$ cat src/rtl/tnr_pkg.sv
package tnr_pkg;

   localparam int CLASS_W = 2;

   typedef logic [CLASS_W-1:0] tnr_class_t;

   // motion threshold for a lane of width w under class cls (cls >= 1)
   function automatic int unsigned motion_thr(input int unsigned cls, input int unsigned w);
      return 32'd1 << (cls + w - 32'd5);
   endfunction

   // blend gain in units of 1/2**kfrac, chosen by class and difference size
   function automatic int unsigned class_gain(input int unsigned cls, input int unsigned ad,
                                              input int unsigned w, input int unsigned kfrac);
      int unsigned kmax;
      int unsigned thr;
      int unsigned base;
      kmax = 32'd1 << kfrac;
      if (cls == 0) return kmax;
      thr  = motion_thr(cls, w);
      base = kmax >> cls;
      if (ad > thr) return kmax;
      if (ad <= (thr >> 1)) return base;
      return base << 1;
   endfunction

endpackage

$ cat src/rtl/tnr_gain_stage.sv
module tnr_gain_stage #(
   parameter int W     = 8,
   parameter int KFRAC = 3,
   localparam int KW   = KFRAC + 1
) (
   input  logic                  clk,
   input  logic                  rst_n,
   input  logic [W-1:0]          cur,
   input  logic [W-1:0]          prev,
   input  tnr_pkg::tnr_class_t   cls,
   input  logic                  bypass,
   output logic [W-1:0]          cur_q,
   output logic [W-1:0]          prev_q,
   output logic [KW-1:0]         k_q,
   output logic                  byp_q
);
   localparam int unsigned KMAX = 32'd1 << KFRAC;

   initial begin
      if (W < 4) $error("tnr_gain_stage: lane width must be at least 4");
      if (KFRAC < 3) $error("tnr_gain_stage: gain fraction must be at least 3 bits");
   end

   logic [W-1:0]  ad;
   logic [KW-1:0] k_d;

   always_comb begin
      ad  = (cur >= prev) ? (cur - prev) : (prev - cur);
      k_d = KW'(tnr_pkg::class_gain(32'(cls), 32'(ad), W, KFRAC));
   end

   always_ff @(posedge clk or negedge rst_n) begin
      if (!rst_n) begin
         cur_q  <= '0;
         prev_q <= '0;
         k_q    <= '0;
         byp_q  <= 1'b1;
      end else begin
         cur_q  <= cur;
         prev_q <= prev;
         k_q    <= k_d;
         byp_q  <= bypass;
      end
   end

   AST_OPEN_ON_MOTION: assert property (@(posedge clk) disable iff (!rst_n)
      ((cls != '0) && (32'(ad) > tnr_pkg::motion_thr(32'(cls), W))) |=> (k_q == KW'(KMAX)));

endmodule

$ cat src/rtl/tnr_blend_stage.sv
module tnr_blend_stage #(
   parameter int W     = 8,
   parameter int KFRAC = 3,
   localparam int KW   = KFRAC + 1
) (
   input  logic          clk,
   input  logic          rst_n,
   input  logic [W-1:0]  cur_q,
   input  logic [W-1:0]  prev_q,
   input  logic [KW-1:0] k_q,
   input  logic          byp_q,
   output logic [W-1:0]  res_q
);
   localparam int DW = W + 1;
   localparam int PW = DW + KW + 1;
   localparam logic signed [PW-1:0] HALF_S = PW'(1 << (KFRAC - 1));
   localparam logic signed [PW-1:0] MAXV_S = PW'((1 << W) - 1);

   logic signed [DW-1:0] diff;
   logic signed [PW-1:0] prod;
   logic signed [PW-1:0] step;
   logic signed [PW-1:0] sum;
   logic [W-1:0]         sat;
   logic [W-1:0]         lo;
   logic [W-1:0]         hi;

   always_comb begin
      diff = $signed({1'b0, cur_q}) - $signed({1'b0, prev_q});
      prod = $signed({{(PW-DW){diff[DW-1]}}, diff}) * $signed({{(PW-KW){1'b0}}, k_q});
      step = (prod + HALF_S) >>> KFRAC;
      sum  = step + $signed({{(PW-W){1'b0}}, prev_q});
      if (sum[PW-1])         sat = '0;
      else if (sum > MAXV_S) sat = '1;
      else                   sat = sum[W-1:0];
      lo = (cur_q < prev_q) ? cur_q : prev_q;
      hi = (cur_q < prev_q) ? prev_q : cur_q;
   end

   always_ff @(posedge clk or negedge rst_n) begin
      if (!rst_n) res_q <= '0;
      else        res_q <= byp_q ? cur_q : sat;
   end

   AST_BYPASS_PASS: assert property (@(posedge clk) disable iff (!rst_n)
      byp_q |=> (res_q == $past(cur_q)));

   AST_OUT_BOUNDED: assert property (@(posedge clk) disable iff (!rst_n)
      !byp_q |=> ((res_q >= $past(lo)) && (res_q <= $past(hi))));

endmodule

$ cat src/rtl/tnr_field_filter.sv
module tnr_field_filter #(
   parameter int DATA_W = 12,
   parameter int LUMA_W = 8,
   parameter int KFRAC  = 3,
   localparam int CHROMA_W = DATA_W - LUMA_W,
   localparam int N_LANES  = 2,
   localparam int KW       = KFRAC + 1
) (
   input  logic                       clk,
   input  logic                       rst_n,
   input  logic                       in_valid,
   input  logic [DATA_W-1:0]          in_sample,
   input  logic [DATA_W-1:0]          fb_sample,
   input  logic                       blank,
   input  logic                       mode_422,
   input  logic [tnr_pkg::CLASS_W-1:0] nr_class,
   output logic                       out_valid,
   output logic [DATA_W-1:0]          out_sample
);
   initial begin
      if (LUMA_W < 4)   $error("tnr_field_filter: luminance lane too narrow");
      if (CHROMA_W < 4) $error("tnr_field_filter: chroma lane too narrow");
      if (KFRAC < 3)    $error("tnr_field_filter: gain needs at least 3 fraction bits");
   end

   logic class_off;
   logic vld_s1;
   logic vld_s2;

   assign class_off = (nr_class == '0);

   for (genvar g = 0; g < N_LANES; g++) begin : g_lane
      localparam int LW = (g == 0) ? LUMA_W : CHROMA_W;
      localparam int LO = (g == 0) ? CHROMA_W : 0;

      logic          byp;
      logic [LW-1:0] cur_q;
      logic [LW-1:0] prev_q;
      logic [KW-1:0] k_q;
      logic          byp_q;
      logic [LW-1:0] res_q;

      if (g == 0) begin : g_luma_ctl
         assign byp = blank | class_off;
      end else begin : g_chroma_ctl
         assign byp = blank | class_off | mode_422;
      end

      tnr_gain_stage #(.W(LW), .KFRAC(KFRAC)) u_gain (
         .clk    (clk),
         .rst_n  (rst_n),
         .cur    (in_sample[LO +: LW]),
         .prev   (fb_sample[LO +: LW]),
         .cls    (nr_class),
         .bypass (byp),
         .cur_q  (cur_q),
         .prev_q (prev_q),
         .k_q    (k_q),
         .byp_q  (byp_q)
      );

      tnr_blend_stage #(.W(LW), .KFRAC(KFRAC)) u_blend (
         .clk    (clk),
         .rst_n  (rst_n),
         .cur_q  (cur_q),
         .prev_q (prev_q),
         .k_q    (k_q),
         .byp_q  (byp_q),
         .res_q  (res_q)
      );

      assign out_sample[LO +: LW] = res_q;
   end

   always_ff @(posedge clk or negedge rst_n) begin
      if (!rst_n) begin
         vld_s1 <= 1'b0;
         vld_s2 <= 1'b0;
      end else begin
         vld_s1 <= in_valid;
         vld_s2 <= vld_s1;
      end
   end

   assign out_valid = vld_s2;

   AST_VALID_TRACK: assert property (@(posedge clk) disable iff (!rst_n)
      ($past(rst_n) && $past(rst_n, 2)) |-> (out_valid == $past(in_valid, 2)));

endmodule

$ cat config.mk
export PLATFORM = sky130hd
export DESIGN_NAME = tnr_field_filter
export DESIGN_NICKNAME = d
export VERILOG_FILES = /design/src/rtl/tnr_pkg.sv /design/src/rtl/tnr_gain_stage.sv /design/src/rtl/tnr_blend_stage.sv /design/src/rtl/tnr_field_filter.sv
export SDC_FILE = /design/constraint.sdc
export NUM_CORES = 1
export LEC_CHECK = 0
export CAP_MARGIN = 20
export CORE_ASPECT_RATIO = 0.9
export CORE_MARGIN = 1.5
export CORE_UTILIZATION = 45
export DETAILED_ROUTE_END_ITERATION = 8
export SLEW_MARGIN = 5
export SYNTH_ARGS = -nofsm -noshare
export SYNTH_HDL_FRONTEND = slang
export SYNTH_SLANG_ARGS = --single-unit
$ cat constraint.sdc
create_clock -name clk -period 6.8 [get_ports clk]
set_input_delay 0.68 -clock clk [delete_from_list [all_inputs] [get_ports clk]]
set_output_delay 0.68 -clock clk [all_outputs]
set_load 0.02 [all_outputs]
Yosys cells after proc, flatten, opt, wreduce, memory -nomap -nowiden:

Cells that the tools add are included.

* magnitude comparators: 8
* reductions and logical operators: 1
* equality and inequality tests: 0
* shift operators: 3
* bitwise logic cells: 2
* multiplexer cells: 30
* div/mod/pow operators: 0
* multipliers: 2
* $add $sub $neg: 14

Operators with widths (number)
* 1-bit by 32-bit << shifter with 32-bit output, first input constant: 2
* 32-bit by 3-bit subtractor with 32-bit output, second input constant: 2
* 4-bit 2-to-1 mux: 15
* 4-bit by 32-bit > comparator with 1-bit output: 1
* 8-bit by 32-bit > comparator with 1-bit output: 1
* 8-bit 2-to-1 mux: 4
* 4-bit by 31-bit <= comparator with 1-bit output: 1
* 8-bit by 31-bit <= comparator with 1-bit output: 1
* 8-bit subtractor: 2
* 14-bit by 4-bit adder with 14-bit output, second input constant: 1
* 14-bit by 9-bit > comparator with 1-bit output, second input constant: 1
* 9-bit by 5-bit multiplier with 14-bit output: 1
* 11-bit by 9-bit adder with 12-bit output: 1
* 1-bit 2-to-1 mux: 11
* 10-bit by 4-bit adder with 10-bit output, second input constant: 1
* 10-bit by 5-bit > comparator with 1-bit output, second input constant: 1
* 5-bit by 5-bit multiplier with 10-bit output: 1
* 8-bit by 8-bit subtractor with 9-bit output: 1
* 7-bit by 5-bit adder with 8-bit output: 1
* 8-bit greater-or-equal comparator: 1
* 4-bit subtractor: 2
* 2-bit by 4-bit adder with 5-bit output, second input constant: 1
* 4-bit by 4-bit subtractor with 5-bit output: 1
* 2-bit by 3-bit adder with 4-bit output, second input constant: 1
* other kinds (4): 5

* word-level logic and storage cells: 72
* flip-flop bits (word level): 48
* input port bits: 31
* output and inout port bits: 13
* latch bits: 0
* memories kept: 0
* ROM bits: 0
* bits in writable memories: 0

Longest topological paths before layout:

Gate-level depths: netlist (run 1).

* word-level depth: 11
* gate-level depth with buffers: 30
* depth with buffers taken out: 30

By module:

A second synthesis (run 1) with hierarchy kept.

* cells, all modules: 766
* area total of the unflattened synthesis: 6832.8 sq um

Modules (own cells, without submodules)
* tnr_blend_stage at g_lane[0].u_blend: times used 1, cells an instance 322, sequential area each 200.2 sq um, area an instance 2663.8 sq um
* tnr_gain_stage at g_lane[0].u_gain: times used 1, cells an instance 160, sequential area each 526.8 sq um, area an instance 1596.5 sq um
* tnr_blend_stage at g_lane[1].u_blend: times used 1, cells an instance 182, sequential area each 100.1 sq um, area an instance 1488.9 sq um
* tnr_gain_stage at g_lane[1].u_gain: times used 1, cells an instance 98, sequential area each 326.6 sq um, area an instance 1008.5 sq um
* tnr_field_filter: times used 1, cells an instance 4, sequential area each 50.0 sq um, area an instance 75.1 sq um

Worst setup path after synthesis (run 1):

No wires, ideal clock.

* kind: reg-to-reg
* start: register g_lane[0].u_gain.cur_q[0]
* end: register g_lane[0].u_blend.res_q[7]
* slack: 0.793 ns
* cell stages (with the launch flop): 25
* data required time: 6.674 ns
* period minus slack after synthesis: 6.007 ns
* data arrival time: 5.881 ns
* path buffers: 0
* setup time: 0.126 ns
* cells stage by stage: dfrtp_1 inv_1 ha_1 fa_1 nor2b_1 o21a_1 nor2_1 xnor2_1 and2_1 ha_1 fa_1 inv_1 fa_1 inv_1 ha_1 a21oi_1 o21ai_0 a311oi_2 nor2_1 xor2_1 ha_1 o41ai_1 mux2_2 a22o_4 a311o_1

* longest elaborated chain between the ends: 8

RTL lines
* start: declaration: RTL line tnr_gain_stage.sv:12 `output logic [W-1:0] cur_q,`
* start signal: assignment: RTL line tnr_gain_stage.sv:39 `cur_q <= cur;`
* 8-bit by 8-bit subtractor with 9-bit output (*): RTL line tnr_blend_stage.sv:28 `diff = $signed({1'b0, cur_q}) - $signed({1'b0, prev_q});`
* 9-bit by 5-bit multiplier with 14-bit output (*): RTL line tnr_blend_stage.sv:29 `prod = $signed({{(PW-DW){diff[DW-1]}}, diff}) * $signed({{(PW-KW){1'b0}}, k_q});`
* 14-bit by 4-bit adder with 14-bit output (*): RTL line tnr_blend_stage.sv:30 `step = (prod + HALF_S) >>> KFRAC;`
* 11-bit by 9-bit adder with 12-bit output (*): RTL line tnr_blend_stage.sv:31 `sum = step + $signed({{(PW-W){1'b0}}, prev_q});`
* 14-bit by 9-bit > comparator with 1-bit output: RTL line tnr_blend_stage.sv:33 `else if (sum > MAXV_S) sat = '1;`
* 8-bit 2-to-1 mux: RTL line tnr_blend_stage.sv:33
* 8-bit 2-to-1 mux (*): RTL line tnr_blend_stage.sv:32 `if (sum[PW-1]) sat = '0;`
* 8-bit 2-to-1 mux (*): RTL line tnr_blend_stage.sv:41 `else res_q <= byp_q ? cur_q : sat;`
* end signal: assignment: RTL line tnr_blend_stage.sv:41
* end: declaration: RTL line tnr_blend_stage.sv:12 `output logic [W-1:0] res_q`

Mark *: on every way between the ends. The rest lies on a longest branch, timed or not.

Worst setup path after layout (run 1):

* start: register g_lane[0].u_gain.cur_q[0]
* end: register g_lane[0].u_blend.res_q[1]

Same word-level chain as after synthesis.

==> results of run 1 <==
==> cells in the mapped netlist, types with 8 or more instances <==
cell	count	area share [%]
a21o_1	22	2.6
a21oi_1	39	3.1
a221o_1	14	2.2
and2_1	34	3.4
dfrtp_1	46	18
fa_1	36	11
ha_1	118	23
inv_1	124	7.4
mux2i_1	10	1.6
nand2_1	34	2.0
nand3_1	9	0.72
nor2_1	39	2.3
nor2b_1	21	2.1
nor3_1	8	0.64
o21ai_0	20	1.6
xnor2_1	25	3.5
xor2_1	15	2.1
==> stage by stage <==
step / instance area, um2 / hold slack, ps / instances / power, mW / setup slack, ps
floorplan: 6300 / 331 / 704 / 1.62 / 793
global placement: 6920 / 337 / 911 / 1.98 / 531
detailed placement: 6920 / 335 / 911 / 2.01 / 260
CTS: 7080 / 381 / 919 / 2.29 / 242
global route: 7110 / 226 / 920 / 2.54 / 22.2
finish: 7110 / 226 / 920 / 2.29 / 339
==> what timing repair did <==
item	CTS	global route
gates resized for setup	0	1
endpoints found under the setup margin	0	8
hold buffers	0	0
==> final cells by class <==
class | count | share of cell area [%]
inverters | 124 | 6.55
clock inverters | 2 | 0.246
flip-flops and latches | 48 | 16.9
multi-input cells | 527 | 65.0
well taps | 168 | 2.96
clock buffers | 6 | 1.95
repair buffers | 45 | 6.37
==> worst register-to-register path, cell delays in order (launching register included) <==
cell and delay (ps):
dfrtp_1 360, inv_1 50, ha_1 210, fa_1 400, nor2b_1 200, o21a_1 140
nor2_1 50, xnor2_1 250, and2_1 180, ha_1 240, fa_1 540, inv_1 50
fa_1 520, inv_1 40, ha_1 350, a21oi_1 250, o21ai_0 190, a311oi_2 400
nor2_1 110, xor2_1 170, ha_1 250, o41ai_2 450, xor2_1 240, a21oi_1 110
a22o_4 310, a211o_1 270
==> per-layer routing <==
metal,vias up,GRT usage [%]
met3,8,1.63
met4,0,4.19
met5,-,0
met2,69,33.8
li1,2460,-
met1,2380,29.3
==> sequential cells by signal, indices dropped and copies added, names as in the netlist <==
register and flops:
g_lane.u_blend.res_q 12, g_lane.u_gain.byp_q 2, g_lane.u_gain.cur_q 12, g_lane.u_gain.k_q 8, g_lane.u_gain.prev_q 12, out_valid 1
vld_s1 1
==> logic make-up (layout without fill, tap and decap cells) <==
logic type / count (synthesis) / in the layout
xor+xnor: 40 / 40
compound gates: 141 / 141
mux: 12 / 12
flops: 48 / 48
buf+inv: 129 / 177
simple gates: 177 / 177
other cells: 1 / 3
fa+ha+maj: 154 / 154
==> placed cells by master, fill, tap and decap left out, types with 6 or more instances in the layout <==
master | Yosys | routed
fa_1 | 36 | 36
a21o_1 | 22 | 22
ha_1 | 118 | 118
a221o_1 | 14 | 14
xnor2_1 | 25 | 25
or2_2 | 7 | 7
nor2b_1 | 21 | 21
and2_1 | 34 | 34
and3_1 | 7 | 7
o21ai_0 | 20 | 20
a21oi_1 | 39 | 39
nand2b_1 | 6 | 6
clkdlybuf4s50_1 | 0 | 42
mux2i_1 | 10 | 10
nor2_1 | 39 | 39
nor3_1 | 8 | 8
o21a_1 | 7 | 7
xor2_1 | 15 | 15
inv_1 | 124 | 124
nand2_1 | 34 | 34
dfrtp_1 | 46 | 46
nand3_1 | 9 | 9
==> final timing paths <==
kind                                            from                          to  slack, ps  cells after the start
min in group clk                              vld_s1                   out_valid        370                      0
max in group asynchronous                      rst_n      g_lane[0].u_gain.byp_q       6060                      2
setup reg to reg           g_lane[0].u_gain.cur_q[0]  g_lane[0].u_blend.res_q[1]        340                     25
hold / removal                                 rst_n  g_lane[1].u_blend.res_q[2]        230                      1
setup / recovery           g_lane[0].u_gain.cur_q[0]  g_lane[0].u_blend.res_q[1]        340                     25
hold reg to reg                               vld_s1                   out_valid        370                      0
==> power by group through the flow <==
stage	sequential (mW)	clock (mW)	combinational (mW)
6_report	0.379	0.260	1.65
5_1_grt	0.385	0.280	1.88
4_1_cts	0.380	0.268	1.65
3_5_place_dp	0.384	0	1.63
3_3_place_gp	0.383	0	1.60
2_1_floorplan	0.409	0	1.21
==> summary.txt, run 1 <==
Die
  • Core Region: 0.0135 mm2
  • Starting density of the core: 46.6%
  • Die Width: 128 um
  • Total Die Area: 0.0147 mm2
  • Core Rows: 40
  • I/O pin count: 44
  • DIE HEIGHT: 115 um

Placement
  • Final GP Congestion: 0.891
  • Post-DP HPWL: 12.0 mm
  • Port bufs: 43

Clocking
  • Clk buf depth: 2
  • CTS sink cnt: 48
  • CTS tree: built
  • H-Tree Depth: 2
  • Reg clk slew, reported paths: 60 ps
  • CTS root buffer: clkbuf_16
  • Setup bufs post-CTS: 0
  • Clk_lat worst skew: 290 ps
  • CTS Buf Count: 5

Critical path
  • CP Capture Type: register
  • CP bufs+invs: 3
  • CP max-delay cell: fa_1
  • CP startpoint kind: register
  • Worst path most repeated cell: ha_1
  • Max FO, Critical Path: 8
  • Kind of critical path: reg -> reg
  • Slowest stage delay, CP: 540 ps
  • Critical Path AT: 6640 ps
  • Worst Path Required: 6980 ps
  • CP top delay family: adder cells

Power
  • Internal power: 1.22 mW
  • NetSw: 1.07 mW
  • Sequential power share: 16.5%
  • Switching share of power: 46.6%
  • Pwr dens: 323 mW/mm2
  • Clk network pwr share: 11.3%
  • Comb power frac: 72.1%
  • Peak supply drop: 0.000137 V
  • Leakage: 3.67 nW

Logic synthesis
  • Synth Instances: 702
  • Post-Synth XOR/XNOR Area: 5.57%
  • Synth async-reset ratio: 100%
  • Synth Area in Compound Gates: 16.2%
  • Number of synthesized flops with an enable pin: 0
  • Yosys cell types: 61
  • Simple-Gate Fraction of Synth Area: 14.5%
  • Mux cell area share after synthesis: 1.95%
  • Post-synthesis sequential area ratio: 19.1%
  • Largest family of logic cells by synthesized area: adder cells
  • Yosys warns: 0
  • Mapped Area: 0.00629 mm2
  • Adder-cell share of the synthesized area: 34.9%
  • Syn Area/Cell: 8.96 um2
  • Main flop type after synthesis: dfrtp_1
  • FF+latch count, synth: 48

Global routing
  • Pin count of the biggest net entering global routing: 49
  • Vias in the first global route: 5,035
  • Grt total ovfl: 0
  • GRT Total Usage: 20.3%
  • Initial antenna violation count: 0
  • First-pass GRT wire length: 24.2 mm

Finish
  • Ant. Diodes: 0
  • Nets: 936
  • # fillers: 1,292
  • Area occupied by multi-input gates: 0.00462 mm2
  • Storage element area: 0.00120 mm2
  • Final Util: 52.6%
  • Area growth syn-to-layout: 13.0%
  • Layout cell share with drive strength beyond 1: 4.12%

Route
  • DR vias/cell: 5.34
  • ANT nets after route: 0
  • M1 wire length: 7.08 mm
  • Routed Wire Length: 13.9 mm
  • Initial drt markers: 203
  • Top Metal Used: met4
  • Drt pass-1 iters: 4
  • Met2 wire len: 6.35 mm
  • Routed via count: 4,917
  • Post-route DRC: 0
  • Met3 WL: 366 um
  • DR WL/cell: 15.1 um

STA
  • Final Hold Vio Count: 0
  • Slew Viols, Final: 0
  • Unrepaired setup endpoints after global routing: false
  • Setup violators final: 0
  • Maximum clock frequency: 0.155 GHz
  • Final period util: 95.0%
  • TNS Setup: 0 ps
  • Worst-Margin Slew: 676 ps
  • Min Tclk post-route: 6460 ps
  • Clock Skew: 3.54 ps
  • Slew margin rel.: 54.4%

Run
  • Max Cap Violations: 0

Status
  • Outcome: completed

Hold path
  • HP Class: in -> async
Power figures use the tool's default switching activity.
==> inputs of run 2 (changes only) <==
--- a/config.mk
+++ b/config.mk
@@ -7,7 +7,7 @@
 export LEC_CHECK = 0
 export CAP_MARGIN = 20
 export CORE_ASPECT_RATIO = 0.9
-export CORE_MARGIN = 1.5
+export CORE_MARGIN = 3
 export CORE_UTILIZATION = 45
 export DETAILED_ROUTE_END_ITERATION = 8
 export SLEW_MARGIN = 5
==> run 2 against run 1 <==
Compared with the run above:
- power is 0.24% lower
- utilization hardly changed
- clock skew hardly changed
- register-to-register slack better by 60 ps
- via count is 1.6% lower
- final cell count is 0.11% lower
- non-clock buffer count is 1 lower
==> summary.txt, run 2 (synthesis gave the netlist of run 1 again) <==
Die
  • Total Die Area: 0.0154 mm2
  • I/O pin count: 44
  • Core Region: 0.0135 mm2
  • Die Width: 131 um
  • Starting density of the core: 46.6%
  • DIE HEIGHT: 118 um
  • Core Rows: 40

Clocking
  • Clk buf depth: 2
  • H-Tree Depth: 2
  • CTS Buf Count: 5
  • CTS tree: built
  • Hold-fix buffers at CTS: 0
  • CTS sink cnt: 48
  • CTS root buffer: clkbuf_16
  • Reg clk slew, reported paths: 70 ps
  • Clk_lat worst skew: 290 ps

STA
  • Unrepaired setup endpoints after global routing: false
  • TNS Setup: 0 ps
  • Slew Viols, Final: 0
  • Setup violators final: 0
  • Final period util: 94.1%
  • Worst-Margin Slew: 700 ps
  • Slew margin rel.: 52.8%
  • Final worst slack: 399 ps
  • Final Hold Vio Count: 0
  • Min Tclk post-route: 6400 ps
  • Maximum clock frequency: 0.156 GHz
  • Clock Skew: 3.42 ps

Route
  • DR vias/cell: 5.26
  • ANT nets after route: 0
  • Initial drt markers: 196
  • Drt pass-1 iters: 4
  • Met3 WL: 331 um
  • Post-route DRC: 0
  • Met2 wire len: 6.22 mm
  • Routed via count: 4,838
  • M1 wire length: 6.94 mm
  • Routed Wire Length: 13.7 mm
  • DR WL/cell: 14.9 um
  • Top Metal Used: met4

Critical path
  • Critical Path AT: 6580 ps
  • RR Startpoint: g_lane[0].u_gain.prev_q[0]
  • CP startpoint kind: register
  • R2R depth: 23
  • Worst path most repeated cell: ha_1
  • Reg2Reg Setup Slack: 400 ps
  • Kind of critical path: reg -> reg
  • Reg-to-reg critical path endpoint: g_lane[0].u_blend.res_q[7]
  • CP top delay family: adder cells
  • Max FO, Critical Path: 8
  • CP Capture Type: register
  • CP max-delay cell: fa_1
  • CP Depth: 23
  • CP Cell Sequence: ha_1 > fa_1 > nor2b_1 > o21a_1 > nor2_1 > xnor2_1 > and2_1 > ha_1 > fa_1 > inv_1 > fa_1 > inv_1 > ha_1 > a21oi_1 > o21ai_0 > a311oi_2 > nor2_1 > xor2_1 > ha_1 > o41ai_2 > mux2_2 > a22o_4 > a311o_1
  • Worst Path Required: 6980 ps
  • CP bufs+invs: 2
  • Slowest stage delay, CP: 530 ps

Global routing
  • Pin count of the biggest net entering global routing: 49
  • GRT Total Usage: 18.3%
  • Vias in the first global route: 4,848
  • First-pass GRT wire length: 23.2 mm
  • Grt total ovfl: 0
  • Initial antenna violation count: 0

Placement
  • Final GP Congestion: 0.913
  • Area post-placement: 0.00692 mm2
  • Port bufs: 43
  • Pre-CTS WS: 291 ps
  • Post-DP HPWL: 11.8 mm
  • Placed insts: 910

Finish
  • Layout cell share with drive strength beyond 1: 4.13%
  • Commonest non-fill, non-tap cell in the layout: inv_1
  • Largest registers: g_lane.u_blend.res_q: 12 flops, g_lane.u_gain.cur_q: 12 flops, g_lane.u_gain.prev_q: 12 flops
  • Final Non-Filler Cells: 919
  • Cell area after layout: 0.00711 mm2
  • Ant. Diodes: 0
  • Nets: 935
  • Area growth syn-to-layout: 12.9%
  • Area occupied by multi-input gates: 0.00462 mm2
  • Storage element area: 0.00120 mm2
  • Most frequent cells in the layout: 124 x inv_1, 118 x ha_1, 46 x dfrtp_1
  • # fillers: 1,255

Status
  • Outcome: completed

Power
  • Pwr dens: 322 mW/mm2
  • Power Total: 2.29 mW
  • Peak supply drop: 0.000160 V
  • Leakage: 3.66 nW

Hold path
  • HP Class: in -> async

Run
  • Max Cap Violations: 0
run 2: what timing repair did:
item,4_1_cts,5_1_grt
setup endpoints to repair,0,8
buffers inserted,0,0
resized for setup,0,2
run 2: per-layer routing:
layer / up-vias / GRT usage (%)
li1: 2458 / -
met1: 2312 / 27.4
met2: 57 / 28.7
met3: 11 / 1.36
met4: 0 / 4.05
met5: - / 0
run 2: report_power, final:
part	switching [mW]	total (mW)	internal [mW]	leakage, nW
Clock	0.109	0.258	0.149	0.0779
Combinational	0.916	1.65	0.735	3.02
Sequential	0.0397	0.379	0.340	0.567
run 2: worst max-delay path by stage:
stage	start	endpoint
after detailed placement	g_lane[0].u_gain.prev_q[0]	g_lane[0].u_blend.res_q[7]
final	g_lane[0].u_gain.prev_q[0]	g_lane[0].u_blend.res_q[7]
after global placement	g_lane[0].u_gain.cur_q[0]	g_lane[0].u_blend.res_q[1]
after floorplan	g_lane[0].u_gain.cur_q[0]	g_lane[0].u_blend.res_q[7]
after CTS	g_lane[0].u_gain.cur_q[0]	g_lane[0].u_blend.res_q[7]
after global routing	g_lane[0].u_gain.cur_q[0]	g_lane[0].u_blend.res_q[7]
run 2: through the flow:
| stage | util [%] | hold WS (ps) |
|---|---|---|
| after CTS | 52.3 | 353 |
| after detailed placement | 51.2 | 337 |
| after global placement | 51.2 | 336 |
| after global routing | 52.6 | 231 |
| final | 52.6 | 231 |
| after floorplan | - | 331 |
run 2: area by class of cell:
cell class | count | area share, %
multi-input cells | 527 | 65.1
clock inverters | 2 | 0.247
well taps | 168 | 2.96
inverters | 124 | 6.55
flip-flops and latches | 48 | 16.9
clock buffers | 6 | 1.95
repair buffers | 44 | 6.27
